`config.mk`:
```
export PLATFORM = sky130hd
export DESIGN_NAME = lptr_dir_entry
export DESIGN_NICKNAME = d
export VERILOG_FILES = /design/src/rtl/lptr_dir_pkg.sv /design/src/rtl/lptr_dir_expand.sv /design/src/rtl/lptr_dir_update.sv /design/src/rtl/lptr_dir_entry.sv
export SDC_FILE = /design/constraint.sdc
export NUM_CORES = 1
export LEC_CHECK = 0
export BUFFER_PORTS_ARGS = -buffer_cell sky130_fd_sc_hd__buf_2
export CAP_MARGIN = 10
export CORE_AREA = 2 2 77 79
export CTS_CLUSTER_SIZE = 16
export DETAILED_ROUTE_END_ITERATION = 10
export DIE_AREA = 0 0 79 81
export PLACE_DENSITY_LB_ADDON = 0.3
export SYNTH_ARGS = -nofsm -noshare
export SYNTH_HDL_FRONTEND = slang
export SYNTH_HIERARCHICAL = 1
export SYNTH_SLANG_ARGS = --single-unit
```
`constraint.sdc`:
```
create_clock -name clk -period 2.8 [get_ports clk]
set_input_delay 0.14 -clock clk [delete_from_list [all_inputs] [get_ports clk]]
set_output_delay 0.14 -clock clk [all_outputs]
set_load 0.02 [all_outputs]
```
`src/rtl/lptr_dir_pkg.sv`:
```
// Shared types for the limited-pointer directory entry.
// Assumes nothing beyond a two-bit operation field on the request side.
package lptr_dir_pkg;

    // Request operation codes; values are visible at the port op_code.
    typedef enum logic [1:0] {
        OP_IDLE = 2'd0,
        OP_ADD  = 2'd1,
        OP_REM  = 2'd2,
        OP_WR   = 2'd3
    } dir_op_e;

    // Representation chosen when a new sharer finds every pointer in use.
    typedef enum logic [1:0] {
        POL_BCAST  = 2'd0,
        POL_EVICT  = 2'd1,
        POL_COARSE = 2'd2
    } ovf_policy_e;

endpackage

```
`src/rtl/lptr_dir_expand.sv`:
```
// Turns the stored entry into a NODES-bit sharer set.
// In normal mode the first cnt pointers are decoded; in overflow mode the
// policy picks the reading of the storage bits. Assumes NODES is a power of
// two and PTRS*log2(NODES) >= 2.
module lptr_dir_expand
    import lptr_dir_pkg::*;
#(
    parameter int          NODES  = 16,
    parameter int          PTRS   = 2,
    parameter ovf_policy_e POLICY = POL_COARSE,
    localparam int NW  = $clog2(NODES),
    localparam int SW  = PTRS * NW,
    localparam int CW  = $clog2(PTRS + 1),
    localparam int GRP = (NODES + SW - 1) / SW
) (
    input  logic [SW-1:0]    store,
    input  logic [CW-1:0]    cnt,
    input  logic             ovf,
    output logic [NODES-1:0] sharers
);

    logic [NODES-1:0] ptr_map;
    logic [NODES-1:0] ovf_map;

    // Decode every live pointer into its node bit.
    always_comb begin
        ptr_map = '0;
        for (int j = 0; j < PTRS; j++) begin
            if (CW'(j) < cnt) ptr_map[store[j*NW +: NW]] = 1'b1;
        end
    end

    // Overflow reading of the storage, selected by policy.
    generate
        if (POLICY == POL_BCAST) begin : g_bcast
            assign ovf_map = '1;
        end else if (POLICY == POL_COARSE) begin : g_coarse
            for (genvar n = 0; n < NODES; n++) begin : g_node
                assign ovf_map[n] = store[n / GRP];
            end
        end else begin : g_evict
            assign ovf_map = '0;
        end
    endgenerate

    // Pick the reading that matches the current mode.
    assign sharers = ovf ? ovf_map : ptr_map;

endmodule

```
`src/rtl/lptr_dir_update.sv`:
```
// Next-state and invalidation logic for one directory entry.
// Live pointers occupy slots 0..cnt-1 in arrival order (slot 0 oldest).
// Assumes the same geometry constraints as lptr_dir_expand.
module lptr_dir_update
    import lptr_dir_pkg::*;
#(
    parameter int          NODES  = 16,
    parameter int          PTRS   = 2,
    parameter ovf_policy_e POLICY = POL_COARSE,
    localparam int NW  = $clog2(NODES),
    localparam int SW  = PTRS * NW,
    localparam int CW  = $clog2(PTRS + 1),
    localparam int GRP = (NODES + SW - 1) / SW,
    localparam int GIW = (SW > 1) ? $clog2(SW) : 1
) (
    input  dir_op_e          op,
    input  logic [NW-1:0]    node,
    input  logic [SW-1:0]    store,
    input  logic [CW-1:0]    cnt,
    input  logic             ovf,
    input  logic [NODES-1:0] sharers,
    output logic [SW-1:0]    store_n,
    output logic [CW-1:0]    cnt_n,
    output logic             ovf_n,
    output logic             fire,
    output logic [NODES-1:0] fire_mask
);

    logic [NW-1:0] ptr_c [PTRS];
    logic [NW-1:0] ptr_n [PTRS];
    logic [SW-1:0] ptr_pack;
    logic [SW-1:0] cv_n;
    logic          use_cv;
    logic          hit;
    logic [CW-1:0] hit_idx;

    // Coarse-vector bit that covers a node.
    function automatic logic [GIW-1:0] grp_of(input logic [NW-1:0] n);
        return GIW'(32'(n) / GRP);
    endfunction

    // Split and rejoin the flat storage as pointer slots.
    generate
        for (genvar g = 0; g < PTRS; g++) begin : g_slot
            assign ptr_c[g]               = store[g*NW +: NW];
            assign ptr_pack[g*NW +: NW]   = ptr_n[g];
        end
    endgenerate

    // Find the first live pointer naming the request node.
    always_comb begin
        hit     = 1'b0;
        hit_idx = '0;
        for (int j = 0; j < PTRS; j++) begin
            if (!hit && CW'(j) < cnt && ptr_c[j] == node) begin
                hit     = 1'b1;
                hit_idx = CW'(j);
            end
        end
    end

    // Apply the request to the entry and form any invalidation set.
    always_comb begin
        ptr_n     = ptr_c;
        cnt_n     = cnt;
        ovf_n     = ovf;
        cv_n      = store;
        use_cv    = 1'b0;
        fire      = 1'b0;
        fire_mask = '0;
        case (op)
            OP_ADD: begin
                if (ovf) begin
                    if (POLICY == POL_COARSE) begin
                        use_cv             = 1'b1;
                        cv_n[grp_of(node)] = 1'b1;
                    end
                end else if (!hit) begin
                    if (cnt < CW'(PTRS)) begin
                        ptr_n[cnt] = node;
                        cnt_n      = cnt + CW'(1);
                    end else if (POLICY == POL_EVICT) begin
                        fire                = 1'b1;
                        fire_mask[ptr_c[0]] = 1'b1;
                        for (int j = 0; j < PTRS - 1; j++) ptr_n[j] = ptr_c[j+1];
                        ptr_n[PTRS-1] = node;
                    end else begin
                        ovf_n = 1'b1;
                        if (POLICY == POL_COARSE) begin
                            use_cv = 1'b1;
                            cv_n   = '0;
                            for (int j = 0; j < PTRS; j++) cv_n[grp_of(ptr_c[j])] = 1'b1;
                            cv_n[grp_of(node)] = 1'b1;
                        end
                    end
                end
            end
            OP_REM: begin
                if (!ovf && hit) begin
                    for (int j = 0; j < PTRS - 1; j++) begin
                        if (CW'(j) >= hit_idx) ptr_n[j] = ptr_c[j+1];
                    end
                    ptr_n[PTRS-1] = '0;
                    cnt_n         = cnt - CW'(1);
                end
            end
            OP_WR: begin
                fire            = 1'b1;
                fire_mask       = sharers;
                fire_mask[node] = 1'b0;
                for (int j = 0; j < PTRS; j++) ptr_n[j] = '0;
                ptr_n[0] = node;
                cnt_n    = CW'(1);
                ovf_n    = 1'b0;
            end
            default: ;
        endcase
    end

    // Coarse rewrites replace the whole storage; otherwise repack slots.
    assign store_n = use_cv ? cv_n : ptr_pack;

endmodule

```
`src/rtl/lptr_dir_entry.sv`:
```
// One limited-pointer directory entry with a selectable overflow policy.
// Accepts one operation per cycle; the invalidation strobe and mask are
// registered and appear the cycle after the operation that causes them.
// Assumes NODES is a power of two and PTRS*log2(NODES) >= 2.
module lptr_dir_entry
    import lptr_dir_pkg::*;
#(
    parameter int          NODES  = 16,
    parameter int          PTRS   = 2,
    parameter ovf_policy_e POLICY = POL_COARSE,
    localparam int NW = $clog2(NODES),
    localparam int SW = PTRS * NW,
    localparam int CW = $clog2(PTRS + 1)
) (
    input  logic             clk,
    input  logic             rst_n,
    input  logic [1:0]       op_code,
    input  logic [NW-1:0]    op_node,
    output logic             inv_valid,
    output logic [NODES-1:0] inv_mask
);

    logic [SW-1:0]    store_q, store_n;
    logic [CW-1:0]    cnt_q, cnt_n;
    logic             ovf_q, ovf_n;
    logic [NODES-1:0] sharers;
    logic             fire;
    logic [NODES-1:0] fire_mask;

    lptr_dir_expand #(.NODES(NODES), .PTRS(PTRS), .POLICY(POLICY)) u_expand (
        .store   (store_q),
        .cnt     (cnt_q),
        .ovf     (ovf_q),
        .sharers (sharers)
    );

    lptr_dir_update #(.NODES(NODES), .PTRS(PTRS), .POLICY(POLICY)) u_update (
        .op        (dir_op_e'(op_code)),
        .node      (op_node),
        .store     (store_q),
        .cnt       (cnt_q),
        .ovf       (ovf_q),
        .sharers   (sharers),
        .store_n   (store_n),
        .cnt_n     (cnt_n),
        .ovf_n     (ovf_n),
        .fire      (fire),
        .fire_mask (fire_mask)
    );

    // Entry state and registered invalidation output.
    always_ff @(posedge clk) begin
        if (!rst_n) begin
            store_q   <= '0;
            cnt_q     <= '0;
            ovf_q     <= 1'b0;
            inv_valid <= 1'b0;
            inv_mask  <= '0;
        end else begin
            store_q   <= store_n;
            cnt_q     <= cnt_n;
            ovf_q     <= ovf_n;
            inv_valid <= fire;
            inv_mask  <= fire ? fire_mask : '0;
        end
    end

endmodule

```
After elaboration in Yosys (flattened, before gate mapping):

Index checks and enable logic that the tools add are counted.

* bits in registers: 28
* bits in latches: 0
* bits in writable memories: 0
* ROM bits: 0
* bits of input ports: 8
* output and inout port bits: 17
* logic and storage cells: 112
* memories kept: 0

* add/sub/neg operators: 2
* multipliers: 0
* divide/modulo/power cells: 0
* $lt $le $gt $ge: 18
* equal/unequal tests: 17
* shifts and indexed selects: 0
* mux-type cells: 43
* bitwise logic cells: 7
* reduce and logical (&&, ||, !) cells: 19

Operators by type and width (count)
* two-way mux 8 bit: 9
* two-way mux 16 bit: 3
* OR 8 bit: 3
* one-hot mux 8 bit (3 select lines): 1
* AND 16 bit: 1
* inverter 16 bit: 1
* OR 16 bit: 1
* < comparator 4 x 5 -> 1 bit (second input constant): 3
* two-way mux 1 bit: 14
* demux 1 bit (select 4 bit): 3
* >= comparator 4 x 1 -> 1 bit (second input constant): 3
* < comparator 3 x 4 -> 1 bit (second input constant): 3
* logical AND 1 bit: 11
* demux 1 bit (select 3 bit): 3
* >= comparator 3 x 1 -> 1 bit (second input constant): 3
* != test 3 x 1 -> 1 bit (second input constant): 3
* != test 3 bit (second input constant): 3
* AND reduction 9 bit: 1
* bitwise mux 8 bit: 1
* == test 4 bit: 2
* two-way mux 2 bit: 4
* two-way mux 4 bit: 2
* AND reduction 8 bit: 1
* != test 2 bit (second input constant): 3
* 20 further kinds: 24

Longest topological paths before layout:

Gate-level depths: netlist of run 1.

* depth after elaboration: 12
* gate-level depth with buffers: 9

Hierarchy:

The synthesis of run 1 kept the hierarchy.

Modules (own cells, without submodules)
* lptr_dir_update: instances 1, cells each 196, area an instance 1239.9 sq um, seq. area each 0.0 sq um
* lptr_dir_entry: instances 1, cells each 59, area an instance 753.2 sq um, seq. area each 560.5 sq um
* lptr_dir_expand: instances 1, cells each 70, area an instance 436.7 sq um, seq. area each 0.0 sq um

Worst setup path before layout of run 1:

No wires, ideal clock.

* kind: flip-flop to flip-flop
* start point: register store_q[7]
* end point: register store_q[2]
* setup time: 0.115 ns
* arrival: 1.815 ns
* required time: 2.685 ns
* path slack: 0.870 ns
* stages on the path, launching flop included: 9
* path buffers: 1
* clock period less this slack: 1.930 ns
* cell sequence: dfxtp_1 > clkbuf_2 > xor2_1 > nor3_2 > a221oi_2 > o21ai_2 > a2111oi_2 > a41oi_1 > and2_1

* word-level cells in the longest chain between the ends: 11

RTL lines
* start, declared: RTL line lptr_dir_entry.sv:23 `logic [SW-1:0] store_q, store_n;`
* start signal, assigned: RTL line lptr_dir_entry.sv:60 `store_q <= store_n;`
* < comparator 3 x 4 -> 1 bit (implied by the code) / >= comparator 3 x 1 -> 1 bit (equally long branches): RTL line lptr_dir_update.sv:92 `for (int j = 0; j < PTRS; j++) cv_n[grp_of(ptr_c[j])] = 1'b1;`
* logical AND 1 bit (implied by the code): RTL line lptr_dir_update.sv:92
* two-way mux 1 bit (implied by the code): RTL line lptr_dir_update.sv:92
* demux 1 bit (select 3 bit)
* OR 8 bit (no source line) (2 in a row)
* two-way mux 8 bit: RTL line lptr_dir_update.sv:79 `if (cnt < CW'(PTRS)) begin`
* two-way mux 8 bit: RTL line lptr_dir_update.sv:78 `end else if (!hit) begin`
* two-way mux 8 bit: RTL line lptr_dir_update.sv:73 `if (ovf) begin`
* two-way mux 8 bit: RTL line lptr_dir_update.sv:71 `case (op)`
* two-way mux 8 bit (*): RTL line lptr_dir_update.sv:121 `assign store_n = use_cv ? cv_n : ptr_pack;`
* via store_n[2]: RTL line lptr_dir_entry.sv:23

The timed path passes the listed nets; every way through them passes the cells marked *. The select of a mux whose other input is x is not followed.
A chain may end at the register's enable or synchronous reset.

Worst setup path after layout of run 1:

* start point: register cnt_q[1]
* end point: register store_q[1]

RTL lines
* start, declared: RTL line lptr_dir_entry.sv:24 `logic [CW-1:0] cnt_q, cnt_n;`
* start signal, assigned: RTL line lptr_dir_entry.sv:61 `cnt_q <= cnt_n;`
* inverter 2 -> 3 bit (implied by the code) / < comparator 1 x 2 -> 1 bit (equally long branches): RTL line lptr_dir_update.sv:80, lptr_dir_update.sv:55
* >= comparator 3 x 2 -> 1 bit (implied by the code), or another cell as far along: RTL line lptr_dir_update.sv:80 `ptr_n[cnt] = node;`
* logical AND 1 bit (implied by the code) / two-way mux 1 bit (equally long branches): RTL line lptr_dir_update.sv:80, lptr_dir_update.sv:55
* two-way mux 4 bit (implied by the code) / logical NOT 1 bit (equally long branches): RTL line lptr_dir_update.sv:80, lptr_dir_update.sv:55
* demux 4 bit (select 1 bit) / logical AND 1 bit (equally long branches): RTL line lptr_dir_update.sv:80, lptr_dir_update.sv:55
* bitwise mux 8 bit / logical AND 1 bit (equally long branches): RTL line lptr_dir_update.sv:80, lptr_dir_update.sv:55
* two-way mux 8 bit / two-way mux 1 bit (equally long branches): RTL line lptr_dir_update.sv:79, lptr_dir_update.sv:55
* two-way mux 8 bit / two-way mux 1 bit (equally long branches): RTL line lptr_dir_update.sv:78
* two-way mux 8 bit / two-way mux 1 bit (equally long branches): RTL line lptr_dir_update.sv:73
* one-hot mux 8 bit (3 select lines) / two-way mux 1 bit (equally long branches): RTL line lptr_dir_update.sv:71
* two-way mux 8 bit (*): RTL line lptr_dir_update.sv:121
* via store_n[1]: RTL line lptr_dir_entry.sv:23

Marked as above.

==> results of run 1 <==
[state kept, by name, indices dropped and copies added (netlist names)]
register,count
store_q,8
inv_mask,16
cnt_q,2
inv_valid,1
ovf_q,1
[cell families (layout without fill, tap and decap cells)]
family,count (synthesis),in the layout,share of synthesized area (%)
multiplexers,7,7,3.09
adder cells (fa/ha/maj),3,3,1.54
buffers and inverters,39,47,7.98
flip-flops,28,28,23.1
AO/OA/AOI/OAI,87,87,26.4
AND/OR/NAND/NOR,153,153,34.8
XOR/XNOR,8,8,3.19
[power groups by stage]
| stage | registers [W] | clock network [W] | logic, W |
|---|---|---|---|
| global route | 0.000425 | 0.000356 | 0.000306 |
| floorplan | 0.000434 | 0 | 0.000208 |
| detailed placement | 0.000433 | 0 | 0.000273 |
| CTS | 0.000424 | 0.000343 | 0.000275 |
| finish | 0.000424 | 0.000337 | 0.000281 |
| global placement | 0.000432 | 0 | 0.000275 |
[final cells by class]
cell class | instances | area [um^2] | share of cell area, %
multi-input cells | 258 | 1680 | 63.7
flip-flops and latches | 28 | 561 | 21.3
clock inverters | 1 | 30.0 | 1.14
well taps | 75 | 93.8 | 3.57
inverters | 9 | 33.8 | 1.28
repair buffers | 34 | 195 | 7.42
clock buffers | 3 | 41.3 | 1.57
[synth_stat cells, types with 2 or more instances]
library cell and instances:
dfxtp_1 28, nor2b_1 10, nor3b_1 6, ha_1 3
buf_2 7, and3b_1 4, o311ai_1 3, a21oi_1 21
nand2b_1 5, and3_1 17, nand3_1 14, buf_6 3
a31oi_1 8, mux2i_1 6, nor4b_2 2, a21boi_0 2
o211a_1 3, o21ai_0 9, o22ai_1 2, o21a_1 2
nor2_1 16, nand3b_1 2, buf_4 4, o211ai_1 5
a41oi_1 3, a211oi_1 3, clkbuf_1 15, a221o_1 4
and2_1 15, a22oi_1 3, xor2_1 7, a32oi_1 4
nand2_1 43, nor3_1 7, nor3_2 2, inv_1 8
nand4_1 2
[metal layers]
layer	vias to the layer above	global-route usage, %	part of all wire [%]
met5	-	0	0
met4	0	6.03	1.4
met3	12	1.11	6.0
met2	134	35.5	46
met1	1184	31.5	46
li1	1197	-	-
[stage by stage]
step	cell area, um^2	hold slack (ns)	total power [W]	setup slack (ns)
final	2630	0.317	0.00104	0.248
after global placement	2560	0.557	0.000707	0.454
after global routing	2630	0.365	0.00109	0.0866
after floorplan	2430	0.293	0.000642	0.870
after detailed placement	2560	0.554	0.000706	0.342
after CTS	2630	0.326	0.00104	0.319
[path summary, 6_finish.rpt]
check / start / to / cells after the start
worst max-delay path: cnt_q[1]$_SDFF_PN0_ / store_q[1]$_SDFF_PN0_ / 8
worst min-delay path: rst_n / store_q[0]$_SDFF_PN0_ / 2
worst max register to register: cnt_q[1]$_SDFF_PN0_ / store_q[1]$_SDFF_PN0_ / 8
worst min register to register: cnt_q[0]$_SDFF_PN0_ / cnt_q[0]$_SDFF_PN0_ / 3
==> flow_summary.json, run 1 <==
{
  "status": "finished, final reports clean",
  "crit_required_ns": 2.99,
  "maxCapViolations": 0,
  "synthArstFlopShare_pct": 0,
  "crit_path_end_kind": "register",
  "cts_resized": 0,
  "firstDrtPassIters": 6,
  "via_count": 2527,
  "synth_seq_area_share_pct": 23.1,
  "path_buf_inv": 1,
  "numCtsBuffers": 3,
  "final_antenna_net_count": 0,
  "io_buffers": 24,
  "pwr-share-seq_pct": 40.7,
  "drive_gt1_share_pct": 15.6,
  "synthFlopType": "dfxtp_1",
  "clock-sinks": 28,
  "critical_path.max_stage_delay_ns": 0.59,
  "fmax_ghz": 0.392,
  "wl_per_cell_um": 16.9,
  "power_density_nw_per_um2": 396,
  "internal_power_w": 0.000704,
  "syn_inst": 325,
  "slew_headroom_pct": 64.2,
  "final_core_util_pct": 46.3,
  "period_needed_ns": 2.55,
  "nets": 345,
  "syn_to_final_growth_pct": 8.24,
  "arrival_ns": 2.75,
  "worst_pin_slew_ns": 0.536,
  "synth_edf_count": 0,
  "grt_antenna_before_repair": 0,
  "p_switching_w": 0.000339,
  "cts_setup_buffers": 0,
  "path_class": "register to register",
  "drt_iter0_drc": 367,
  "netlist-cell-type-count": 64,
  "finalHoldViolations": 0,
  "cts-hold-fix-buffers": 0,
  "final_cell_mix": "43 x nand2_1, 28 x dfxtp_1, 24 x buf_2",
  "avgSynthCellArea_um2": 7.48,
  "grt_pass1_wl_um": 11200,
  "viasPerCell": 6.19,
  "clock-root-buffer": "clkbuf_8",
  "layout_commonest_cell": "nand2_1",
  "comb_power_share_pct": 27.0,
  "overflow": 0,
  "grt_max_degree": 36,
  "slew_viol_final": 0,
  "post-route-period-util_pct": 91.1,
  "syn-cell-area_um2": 2430,
  "synthTopCellsByArea": "dfxtp_1 23%, nand2_1 6.6%, and3_1 4.4%, a21oi_1 4.3%, and2_1 3.9%",
  "rows": 28,
  "fill_cells": 591,
  "die_w_um": 79,
  "setup.worst_path.start_class": "register",
  "globalRouteTotalUtil_pct": 21.8,
  "ys_seq_elements": 28,
  "drc": 0,
  "pin_count": 25,
  "cellLeakagePower_nw": 1.12,
  "grt_pass1_vias": 2197,
  "final.setup_skew_ns": 0.00538,
  "cts-htree-levels": 1,
  "insertion_delay_ns": 0.28,
  "placedCellCount": 404,
  "cp_slowest_cell": "dfxtp_1",
  "p_clk_share_pct": 32.3,
  "rrSetupSlack_ns": 0.25,
  "fin_cells": 408,
  "syn-num-nets": 336,
  "die_area_um2": 6400,
  "clockBufferDepth": 2,
  "die_h_um": 81,
  "path_delay_family": "compound AO/OA/AOI/OAI gates",
  "crit_chain": "inv_1, ha_1, nor3_2, a221oi_2, o21ai_2, a2bb2oi_1, o211ai_1, and2_1",
  "finalWirelength_um": 6900,
  "hold_class": "input port to register",
  "yosysWarnings": 6,
  "yosysTopAreaCell": "dfxtp_1",
  "hpwl_um": 4710,
  "antennaDiodeCount": 0,
  "gp_congestion": 0.975,
  "setup_viol": 0,
  "crit_fanout": 14,
  "p_sw_share_pct": 32.5,
  "synth.top_cell.area_share_pct": 23.1,
  "ir_drop_v": 0.000257,
  "core-area_um2": 5680,
  "grt_setup_unrepaired": "no",
  "tritoncts": "built",
  "initial_core_util_pct": 42.8,
  "clk_pin_slew_worst_paths_ns": 0.11,
  "tns_ns": 0
}
No activity file was read; power rests on OpenSTA's default activity.
==> inputs of run 2 (changes only) <==
--- a/config.mk
+++ b/config.mk
@@ -13,4 +13,5 @@
 export DIE_AREA = 0 0 79 81
 export PLACE_DENSITY_LB_ADDON = 0.3
+export REMOVE_ABC_BUFFERS = 1
 export SYNTH_ARGS = -nofsm -noshare
 export SYNTH_HDL_FRONTEND = slang
==> constraint.sdc (replaced) <==
create_clock -name clk -period 3.1 [get_ports clk]
set_input_delay 0 -clock clk [delete_from_list [all_inputs] [get_ports clk]]
set_output_delay 0 -clock clk [all_outputs]
set_load 0.02 [all_outputs]
==> flow_summary.json, run 2 (synthesis results as in run 1) <==
{
  "maxCapViolations": 0,
  "finalHoldViolations": 0,
  "drt_iter0_drc": 333,
  "antennaDiodeCount": 0,
  "initial_core_util_pct": 42.8,
  "timing.rr.start": "cnt_q[1]$_SDFF_PN0_",
  "crit_path_end_kind": "register",
  "layout_commonest_cell": "nand2_1",
  "reg2reg_depth": 8,
  "grt_pass1_wl_um": 11200,
  "viasPerCell": 6.28,
  "min_to": "cnt_q[1]$_SDFF_PN0_",
  "pin_count": 25,
  "cts_resized": 0,
  "final.setup_skew_ns": 0.00242,
  "worst_pin_slew_ns": 0.771,
  "insertion_delay_ns": 0.28,
  "die_w_um": 79,
  "globalRouteTotalUtil_pct": 21.9,
  "overflow": 0,
  "nets": 342,
  "io_buffers": 24,
  "crit_fanout": 14,
  "ir_drop_v": 0.000167,
  "period_needed_ns": 2.58,
  "whs_path_depth": 2,
  "finalWirelength_um": 7030,
  "die_h_um": 81,
  "reg_top3": "inv_mask x16, store_q x8, cnt_q x2",
  "grt_pass1_vias": 2259,
  "clockBufferDepth": 2,
  "rrSetupSlack_ns": 0.52,
  "clock-sinks": 28,
  "grt_max_degree": 30,
  "cellLeakagePower_nw": 1.11,
  "min-delay-start": "rst_n",
  "wl_per_cell_um": 17.4,
  "largest_reg_flops": 16,
  "final_antenna_net_count": 0,
  "post-route-period-util_pct": 83.2,
  "arrival_ns": 2.76,
  "power_density_nw_per_um2": 358,
  "die_area_um2": 6400,
  "drc": 0,
  "hpwl_um": 4660,
  "setup.worst_path.start_class": "register",
  "cts-htree-levels": 1,
  "r2r-end": "store_q[2]$_SDFF_PN0_",
  "final_cell_mix": "43 x nand2_1, 28 x dfxtp_1, 24 x buf_2",
  "grt_setup_unrepaired": "no",
  "largest_register": "inv_mask",
  "cts-hold-fix-buffers": 0,
  "setup_viol": 0,
  "clk_pin_slew_worst_paths_ns": 0.10,
  "slew_headroom_pct": 48.5,
  "rows": 28,
  "place_area_um2": 2540,
  "tritoncts": "built",
  "hold_class": "input port to register",
  "path_class": "register to register",
  "numCtsBuffers": 3,
  "drive_gt1_share_pct": 14.8,
  "crit_required_ns": 3.28,
  "status": "finished, final reports clean",
  "fmax_ghz": 0.388,
  "syn_to_final_growth_pct": 7.31,
  "tns_ns": 0,
  "via_count": 2543,
  "fin_cells": 405,
  "grt_antenna_before_repair": 0,
  "firstDrtPassIters": 5,
  "fin_area_um2": 2610,
  "core-area_um2": 5680,
  "slew_viol_final": 0,
  "clock-root-buffer": "clkbuf_8",
  "placedCellCount": 401,
  "gp_congestion": 0.926,
  "cts_setup_buffers": 0
}
## run 2: cell type report
class / instances / area, um^2
fillers: 592 / 3070
multi-input cells: 258 / 1680
flip-flops and latches: 28 / 561
repair buffers: 31 / 173
well taps: 75 / 93.8
clock buffers: 3 / 41.3
inverters: 9 / 33.8
clock inverters: 1 / 30.0
## run 2: worst max path at each step
| stage | from | end | slack [ns] | cells past startpoint |
|---|---|---|---|---|
| final | cnt_q[1]$_SDFF_PN0_ | store_q[2]$_SDFF_PN0_ | 0.52 | 8 |
| after global routing | cnt_q[1]$_SDFF_PN0_ | store_q[2]$_SDFF_PN0_ | 0.32 | 8 |
| after CTS | cnt_q[1]$_SDFF_PN0_ | store_q[2]$_SDFF_PN0_ | 0.62 | 8 |
| after detailed placement | cnt_q[1]$_SDFF_PN0_ | store_q[2]$_SDFF_PN0_ | 0.63 | 8 |
| after global placement | cnt_q[1]$_SDFF_PN0_ | store_q[2]$_SDFF_PN0_ | 0.71 | 8 |
| after floorplan | ovf_q$_SDFF_PN0_ | store_q[0]$_SDFF_PN0_ | 0.88 | 6 |
## run 2: worst max-delay path, cell delays in order (launching register included)
cell,delay [ns]
dfxtp_1,0.60
inv_1,0.22
ha_1,0.26
nor3_2,0.32
and2_1,0.38
a21oi_1,0.17
o21ai_0,0.18
a41oi_1,0.15
and2_1,0.20
## run 2: through the flow
stage | hold WS [ns] | setup slack, ns | utilization (%) | total power, W
finish | 0.200 | 0.521 | 45.9 | 0.000933
global route | 0.215 | 0.324 | 45.9 | 0.000972
CTS | 0.194 | 0.623 | 45.9 | 0.000930
detailed placement | 0.416 | 0.634 | 44.7 | 0.000636
global placement | 0.415 | 0.714 | 44.7 | 0.000635
floorplan | 0.122 | 0.883 | - | 0.000551
## run 2: metal layers
layer | vias to the layer above | global-route usage, % | share of wire, %
li1 | 1186 | - | -
met1 | 1198 | 29.3 | 43
met2 | 142 | 35.3 | 46
met3 | 17 | 3.11 | 8.1
met4 | 0 | 9.31 | 2.6
met5 | - | 0 | 0
## run 2: where the power goes
| part | internal [W] | leakage [nW] | switching (W) |
|---|---|---|---|
| Clock | 0.000173 | 0.0357 | 0.000122 |
| Combinational | 0.0000886 | 0.845 | 0.000153 |
| Sequential | 0.000370 | 0.227 | 0.0000258 |
==> inputs of run 3 (changes only) <==
clock period = 2.5 ns   (was 3.1 ns; I/O delays follow)
==> flow_summary.json, run 3 (synthesis results as in run 1) <==
{
  "grt_pass1_vias": 2219,
  "post-route-period-util_pct": 90.5,
  "syn_to_final_growth_pct": 9.11,
  "insertion_delay_ns": 0.28,
  "viasPerCell": 6.30,
  "via_count": 2600,
  "path_class": "register to register",
  "final_cell_mix": "43 x nand2_1, 28 x dfxtp_1, 24 x buf_2",
  "arrival_ns": 2.45,
  "ir_drop_v": 0.000227,
  "layout_commonest_cell": "nand2_1",
  "setup_viol": 0,
  "gp_congestion": 0.970,
  "die_w_um": 79,
  "path_buf_inv": 1,
  "status": "finished, final reports clean",
  "clk_pin_slew_worst_paths_ns": 0.10,
  "grt_setup_unrepaired": "no",
  "finalWirelength_um": 7230,
  "grt_pass1_wl_um": 11400,
  "initial_core_util_pct": 42.8,
  "fmax_ghz": 0.442,
  "die_area_um2": 6400,
  "worst_pin_slew_ns": 0.542,
  "maxCapViolations": 0,
  "io_buffers": 24,
  "drt_iter0_drc": 436,
  "hpwl_um": 4790,
  "core-area_um2": 5680,
  "largest_register": "inv_mask",
  "cts-htree-levels": 1,
  "rows": 28,
  "crit_required_ns": 2.69,
  "cts-hold-fix-buffers": 0,
  "finalHoldViolations": 0,
  "cts_resized": 0,
  "slew_headroom_pct": 63.8,
  "cellLeakagePower_nw": 1.14,
  "hold_class": "input port to register",
  "globalRouteTotalUtil_pct": 22.4,
  "final_antenna_net_count": 0,
  "crit_fanout": 10,
  "drive_gt1_share_pct": 16.9,
  "crit_path_end_kind": "register",
  "cts_setup_buffers": 0,
  "setup.worst_path.start_class": "register",
  "largest_reg_flops": 16,
  "clock-root-buffer": "clkbuf_8",
  "antennaDiodeCount": 0,
  "clock-sinks": 28,
  "grt_max_degree": 29,
  "final.setup_skew_ns": 0.00521,
  "clockBufferDepth": 2,
  "nets": 350,
  "power_density_nw_per_um2": 413,
  "die_h_um": 81,
  "pin_count": 25,
  "period_needed_ns": 2.26,
  "tritoncts": "built",
  "path_delay_family": "compound AO/OA/AOI/OAI gates",
  "reg_top3": "inv_mask x16, store_q x8, cnt_q x2",
  "wl_per_cell_um": 17.5,
  "crit_chain": "inv_1, ha_1, nor3_2, a221oi_2, o21ai_2, a2bb2oi_1, o211ai_1, and2_1",
  "tns_ns": 0,
  "grt_antenna_before_repair": 0,
  "overflow": 0,
  "slew_viol_final": 0,
  "critical_path.max_stage_delay_ns": 0.43,
  "final_core_util_pct": 46.7,
  "cp_slowest_cell": "dfxtp_1",
  "drc": 0,
  "numCtsBuffers": 3,
  "firstDrtPassIters": 6
}
==> run 3: cell types whose count changed in the layout (fill, tap and decap cells not counted) <==
| cell | delta |
|---|---|
| bufinv_16 | -1 |
| buf_4 | +8 |
| clkbuf_8 | +1 |
==> run 3: report_power, final <==
part / internal, W / switching (W)
registers: 0.000459 / 0.0000103
clock network: 0.000141 / 0.000153
logic: 0.000118 / 0.000213
total: 0.000719 / 0.000376
==> run 3: stage by stage <==
stage               setup slack [ns]  instances  power (W)  cell area, um^2  hold WS, ns
finish                         0.238        413    0.00109             2650        0.204
global route                   0.138        413    0.00115             2650        0.204
floorplan                      0.283        295   0.000683             2270        0.122
CTS                            0.285        413    0.00109             2650        0.189
detailed placement             0.302        409   0.000799             2600        0.416
global placement               0.392        409   0.000796             2600        0.415
==> run 3: cell type report <==
type	count	area, um^2
multi-input combinational	258	1680
inverter	9	33.8
clock buffer	4	55.1
timing repair buffer	39	233
sequential	28	561
tap	75	93.8
fill	593	3020
==> run 3: path summary, 6_finish.rpt <==
check | from | to | slack, ns | cells past startpoint
hold reg to reg | cnt_q[0]$_SDFF_PN0_ | cnt_q[0]$_SDFF_PN0_ | 0.75 | 3
hold / removal | rst_n | store_q[3]$_SDFF_PN0_ | 0.20 | 2
setup reg to reg | cnt_q[0]$_SDFF_PN0_ | store_q[1]$_SDFF_PN0_ | 0.24 | 8
setup / recovery | cnt_q[0]$_SDFF_PN0_ | store_q[1]$_SDFF_PN0_ | 0.24 | 8
==> run 3: worst register-to-register path, delay by kind of cell, from the launching register on <==
family,cells,cell delay [ns]
flip-flops,1,0.43
buffers and inverters,1,0.11
AO/OA/AOI/OAI,4,0.91
AND/OR/NAND/NOR,2,0.51
adder cells (fa/ha/maj),1,0.22
==> run 3: layer usage <==
layer  GRT usage (%)  up-vias  share of wire, %
li1                -     1210                 -
met1            29.6     1230                45
met2            37.6      141                45
met3            2.44       19               7.0
met4            8.79        0               2.3
met5               0        -                 0
